File: src/rtl/tlbck_pkg.sv
// Shared types for the translation entry checker.
// Assumes: access and result encodings are fixed and visible at the top ports.
package tlbck_pkg;

    typedef enum logic [1:0] {
        ACC_LOAD  = 2'd0,
        ACC_STORE = 2'd1,
        ACC_FETCH = 2'd2,
        ACC_RSVD  = 2'd3
    } acc_e;

    typedef enum logic [1:0] {
        RES_MISS  = 2'd0,
        RES_HIT   = 2'd1,
        RES_DVIOL = 2'd2,
        RES_XVIOL = 2'd3
    } res_e;

    localparam int MIN_PAGE_SHIFT = 10;
    localparam int NPID           = 3;

endpackage

File: src/rtl/tlbck_addr.sv
// Address compare and physical address formation for one entry.
// Assumes: PA_W <= ADDR_W; a size code that overflows the width gives a mask of zero.
module tlbck_addr
    import tlbck_pkg::*;
#(
    parameter int ADDR_W = 64,
    parameter int PA_W   = 48,
    parameter int SIZE_W = 4
) (
    input  logic [ADDR_W-1:0] addr,
    input  logic              wide,
    input  logic [SIZE_W-1:0] size,
    input  logic [ADDR_W-1:0] vpage,
    input  logic [PA_W-1:0]   ppage,
    output logic              addr_hit,
    output logic [PA_W-1:0]   paddr
);

    localparam logic [ADDR_W-1:0] BASE_PAGE = ADDR_W'(1) << MIN_PAGE_SHIFT;

    logic [ADDR_W-1:0] eff_addr;
    logic [ADDR_W-1:0] page_mask;
    logic [PA_W-1:0]   pa_mask;

    // Narrow-mode truncation only exists when the address is wider than 32 bits.
    generate
        if (ADDR_W > 32) begin : g_wide
            assign eff_addr = wide ? addr : {{(ADDR_W-32){1'b0}}, addr[31:0]};
        end else begin : g_narrow
            assign eff_addr = addr;
        end
    endgenerate

    // Page mask from the size code, then compare and splice.
    always_comb begin
        page_mask = ~((BASE_PAGE << size) - ADDR_W'(1));
        pa_mask   = page_mask[PA_W-1:0];
        addr_hit  = ((eff_addr ^ vpage) & page_mask) == '0;
        paddr     = (ppage & pa_mask) | (eff_addr[PA_W-1:0] & ~pa_mask);
    end

endmodule

File: src/rtl/tlbck_eval.sv
// Full evaluation of one candidate entry: validity, address, process ID,
// address space and permission, reduced to a result code.
// Assumes: inputs are stable for the cycle in which the entry is presented.
module tlbck_eval
    import tlbck_pkg::*;
#(
    parameter int ADDR_W = 64,
    parameter int PA_W   = 48,
    parameter int PID_W  = 14,
    parameter int SIZE_W = 4
) (
    input  logic [ADDR_W-1:0]           addr,
    input  logic                        wide,
    input  acc_e                        kind,
    input  logic                        use_alt,
    input  logic                        eff_space,
    input  logic                        eff_user,
    input  logic [NPID-1:0][PID_W-1:0]  pids,
    input  logic [PID_W-1:0]            alt_pid,
    input  logic                        ent_valid,
    input  logic [SIZE_W-1:0]           ent_size,
    input  logic [PID_W-1:0]            ent_tid,
    input  logic                        ent_space,
    input  logic [ADDR_W-1:0]           ent_vpage,
    input  logic [PA_W-1:0]             ent_ppage,
    input  logic [5:0]                  ent_perm,
    output res_e                        code,
    output logic [PA_W-1:0]             paddr,
    output logic [2:0]                  perm
);

    logic            addr_hit;
    logic [NPID-1:0] pid_eq;
    logic            pid_hit;
    logic            match;
    logic            allowed;

    tlbck_addr #(.ADDR_W(ADDR_W), .PA_W(PA_W), .SIZE_W(SIZE_W)) i_addr (
        .addr     (addr),
        .wide     (wide),
        .size     (ent_size),
        .vpage    (ent_vpage),
        .ppage    (ent_ppage),
        .addr_hit (addr_hit),
        .paddr    (paddr)
    );

    // One comparator per process-ID register; all but the first need a nonzero ID.
    generate
        for (genvar g = 0; g < NPID; g++) begin : g_pid
            if (g == 0) begin : g_first
                assign pid_eq[g] = (ent_tid == pids[g]);
            end else begin : g_rest
                assign pid_eq[g] = (pids[g] != '0) && (ent_tid == pids[g]);
            end
        end
    endgenerate

    // Process-ID selection between the alternate context and the register set.
    always_comb begin
        if (ent_tid == '0)
            pid_hit = 1'b1;
        else if (use_alt)
            pid_hit = (ent_tid == alt_pid);
        else
            pid_hit = |pid_eq;
    end

    // Permission triple for the effective privilege and its check against the access.
    always_comb begin
        perm  = eff_user ? ent_perm[2:0] : ent_perm[5:3];
        match = ent_valid && addr_hit && pid_hit && (ent_space == eff_space);
        case (kind)
            ACC_STORE: allowed = perm[1];
            ACC_FETCH: allowed = perm[2];
            default:   allowed = perm[0];
        endcase
        if (!match)
            code = RES_MISS;
        else if (allowed)
            code = RES_HIT;
        else if (kind == ACC_FETCH)
            code = RES_XVIOL;
        else
            code = RES_DVIOL;
    end

endmodule

File: config.mk
export PLATFORM = sky130hd
export DESIGN_NAME = tlbck_eval
export DESIGN_NICKNAME = d
export VERILOG_FILES = /design/src/rtl/tlbck_pkg.sv /design/src/rtl/tlbck_addr.sv /design/src/rtl/tlbck_eval.sv
export SDC_FILE = /design/constraint.sdc
export NUM_CORES = 1
export LEC_CHECK = 0
export ABC_AREA = 1
export BUFFER_PORTS_ARGS = -buffer_cell sky130_fd_sc_hd__buf_2
export CORE_AREA = 2 2 123 125
export DETAILED_ROUTE_END_ITERATION = 7
export DIE_AREA = 0 0 125 127
export MAX_ROUTING_LAYER = met4
export PLACE_DENSITY_LB_ADDON = 0.2
export SKIP_LAST_GASP = 1
export SLEW_MARGIN = 30
export SYNTH_ARGS = -nofsm -noshare
export SYNTH_HDL_FRONTEND = slang
export SYNTH_SLANG_ARGS = --single-unit
File: constraint.sdc
create_clock -name vclk -period 2.66
set_clock_uncertainty 0.05 [all_clocks]
set_input_delay 0 -clock vclk [all_inputs]
set_output_delay 0 -clock vclk [all_outputs]
set_load 0.02 [all_outputs]
==> flow_summary.json <==
{
  "status": "finished, final reports clean",
  "crit_chain": "buf_2 > nand3_2 > nor2_1 > inv_1 > ha_1 > nand3_1 > nand2_1 > nor2_1 > nand2_1 > nor2_1 > nand2_1 > nor2_1 > nand2_1 > nor2_1 > nand2_1 > nor2_1 > buf_2",
  "netlist.area_leader.share_pct": 27.6,
  "core.rowCount": 44,
  "hold_violations": 0,
  "fin_crit_sh_pct": 82.6,
  "avgRoutedWirePerCell_um": 11.6,
  "layout.nets": 1115,
  "drv_cap": 0,
  "wl_mm": 12.0,
  "dpl.hpwl_mm": 10.7,
  "arrival_ns": 2.15,
  "layout.cells.non_filler": 1030,
  "grt_remaining_overflow": 0,
  "vdd_ir_drop_max_mv": 0.0524,
  "path_common_cell": "nor2_1",
  "portBuffers": 257,
  "antenna_found_initial": 1,
  "synth_fp_nets": 874,
  "viasPerCell": 4.12,
  "tns_ns": 0,
  "slowest_stage": "ha_1",
  "slowest_delay_ns": 0.33,
  "pwr-share-seq_pct": 0,
  "path_class": "in2out",
  "setup_viol": 0,
  "grt_util_all_layers_pct": 14.3,
  "nFillCells": 1680,
  "yosys.area.top_type": "nand2_1",
  "final_util_pct": 31.1,
  "cp.required_ns": 2.61,
  "yosys_warnings": 0,
  "clkPwrFrac_pct": 0,
  "syn_inst": 606,
  "fp.dieW_um": 125,
  "end_kind": "output port",
  "grt_pass1_vias": 4117,
  "combPwrFrac_pct": 100.0,
  "syn_to_final_growth_pct": 50.5,
  "p_leak_nw": 2.69,
  "drtPass1Iterations": 4,
  "grt_max_degree": 54,
  "seq_area_um2": 0,
  "yosysMostFrequentCell": "nand2_1",
  "initial_core_util_pct": 20.6,
  "gp_congestion": 0.775,
  "ant_nets": 0,
  "post_cts_buffers": 0,
  "core_um2": 14400,
  "syn-cell-area_um2": 2980,
  "drt_iter0_drc": 111,
  "drc": 0,
  "seq_cells": 0,
  "swShare_pct": 54.5,
  "layout-drive-gt1-share_pct": 34.0,
  "clock.fmax_mhz": 455,
  "synth_common_cells": "nand2_1, inv_1, nor2_1",
  "num_vias": 4245,
  "n_clock_buffer": 0,
  "rsz0062_at_grt": "no",
  "slew_violations": 0,
  "cp-start-kind": "primary input",
  "tightest_slew_ns": 0.822,
  "intPower_mw": 0.321,
  "die_y_um": 127,
  "ioPinCount": 317,
  "critPathMaxFanout": 11,
  "min_period_ns": 2.20,
  "die-area_um2": 15900,
  "ys_seq_area_share_pct": 0,
  "dpl.cell_count": 1009,
  "power_density_nw_per_um2": 158,
  "synth_area_leaders": "nand2_1, inv_1, nor2_1, xor2_1, nand3_1",
  "syn_area_per_cell_um2": 4.91,
  "synth.distinct_cells": 26,
  "hp-class": "in2out",
  "slew_headroom_pct": 45.2,
  "grt_pass1_wl_mm": 18.6,
  "p_sw_mw": 0.385
}
## layout make-up
type               instances  area, µm²  share of cell area, %
multi-input cells        485       2440                   54.6
inverters                 82        308                   6.87
diodes                     1       2.50                 0.0559
well taps                184        230                   5.14
repair buffers           278       1490                   33.4
## layer usage
metal	part of all wire (%)	vias up	GRT usage, %	wire length, µm
met5	0	-	-	0
met4	1.3	0	1.37	150
met3	7.1	10	2.01	852
met2	51	147	28.0	6090
met1	41	1766	15.9	4860
li1	-	2322	-	-
## power by group through the flow
stage          logic, mW  registers, mW  clock network, mW
2_1_floorplan      0.416              0                  0
3_3_place_gp       0.665              0                  0
3_5_place_dp       0.667              0                  0
4_1_cts            0.717              0                  0
5_1_grt            0.797              0       0.0000000503
6_report           0.706              0       0.0000000503
## kinds of logic (layout without fill, tap and decap cells)
| group | Yosys count | count (layout) | synth area share, % |
|---|---|---|---|
| XOR/XNOR | 57 | 57 | 16.8 |
| multiplexers | 12 | 12 | 4.54 |
| other | 0 | 1 | 0 |
| AO/OA/AOI/OAI | 33 | 33 | 5.55 |
| buffers and inverters | 121 | 360 | 17.8 |
| adder cells (fa/ha/maj) | 4 | 4 | 1.68 |
| AND/OR/NAND/NOR | 379 | 379 | 53.6 |
## worst max-delay path, delay by kind of cell
family | cells | cell delay, ns
adders and majority gates | 1 | 0.33
buffers and inverters | 3 | 0.47
and+or+nand+nor | 13 | 1.33
## cell usage in the layout, fill, tap and decap left out
cell type / synthesis / final
buf_4: 16 / 1
nor3_1: 4 / 4
nand3_1: 46 / 46
nand2_2: 2 / 2
nand4_1: 12 / 12
o21ai_1: 1 / 1
a21oi_1: 13 / 13
nor3_2: 1 / 1
buf_2: 1 / 257
nor4_1: 2 / 2
inv_1: 80 / 80
nand2_1: 219 / 219
o21ai_0: 19 / 19
nand3_2: 2 / 2
dlygate4sd3_1: 0 / 20
nor2_1: 78 / 78
or2_2: 7 / 7
mux2_2: 12 / 12
nand2_4: 1 / 1
xor2_1: 31 / 31
inv_2: 2 / 2
nand3b_1: 3 / 3
xnor2_1: 26 / 26
diode_2: 0 / 1
ha_1: 4 / 4
nor2_4: 2 / 2
## path summary, 6_finish.rpt
check,start,to,slack [ns],cells past startpoint
min,ent_ppage[46],paddr[46],0.27,4
max,ent_size[2],code[1],0.46,17
## metrics by stage
step	total power [mW]	instance area (µm²)	setup WS [ns]	hold WS, ns
6_report	0.706	4480	0.463	0.267
5_1_grt	0.797	4480	0.112	0.292
4_1_cts	0.717	4480	0.392	0.272
3_5_place_dp	0.667	4280	0.401	-0.0499
3_3_place_gp	0.665	4280	0.429	-0.0499
2_1_floorplan	0.416	2980	0.944	0.0626
## repair_timing
| item | in CTS | in global routing |
|---|---|---|
| hold buffers | 20 | 0 |
| gates resized for setup | 0 | 0 |
| hold endpoints to repair | 20 | 0 |
Note: power is estimated with default switching activity, not from simulation.
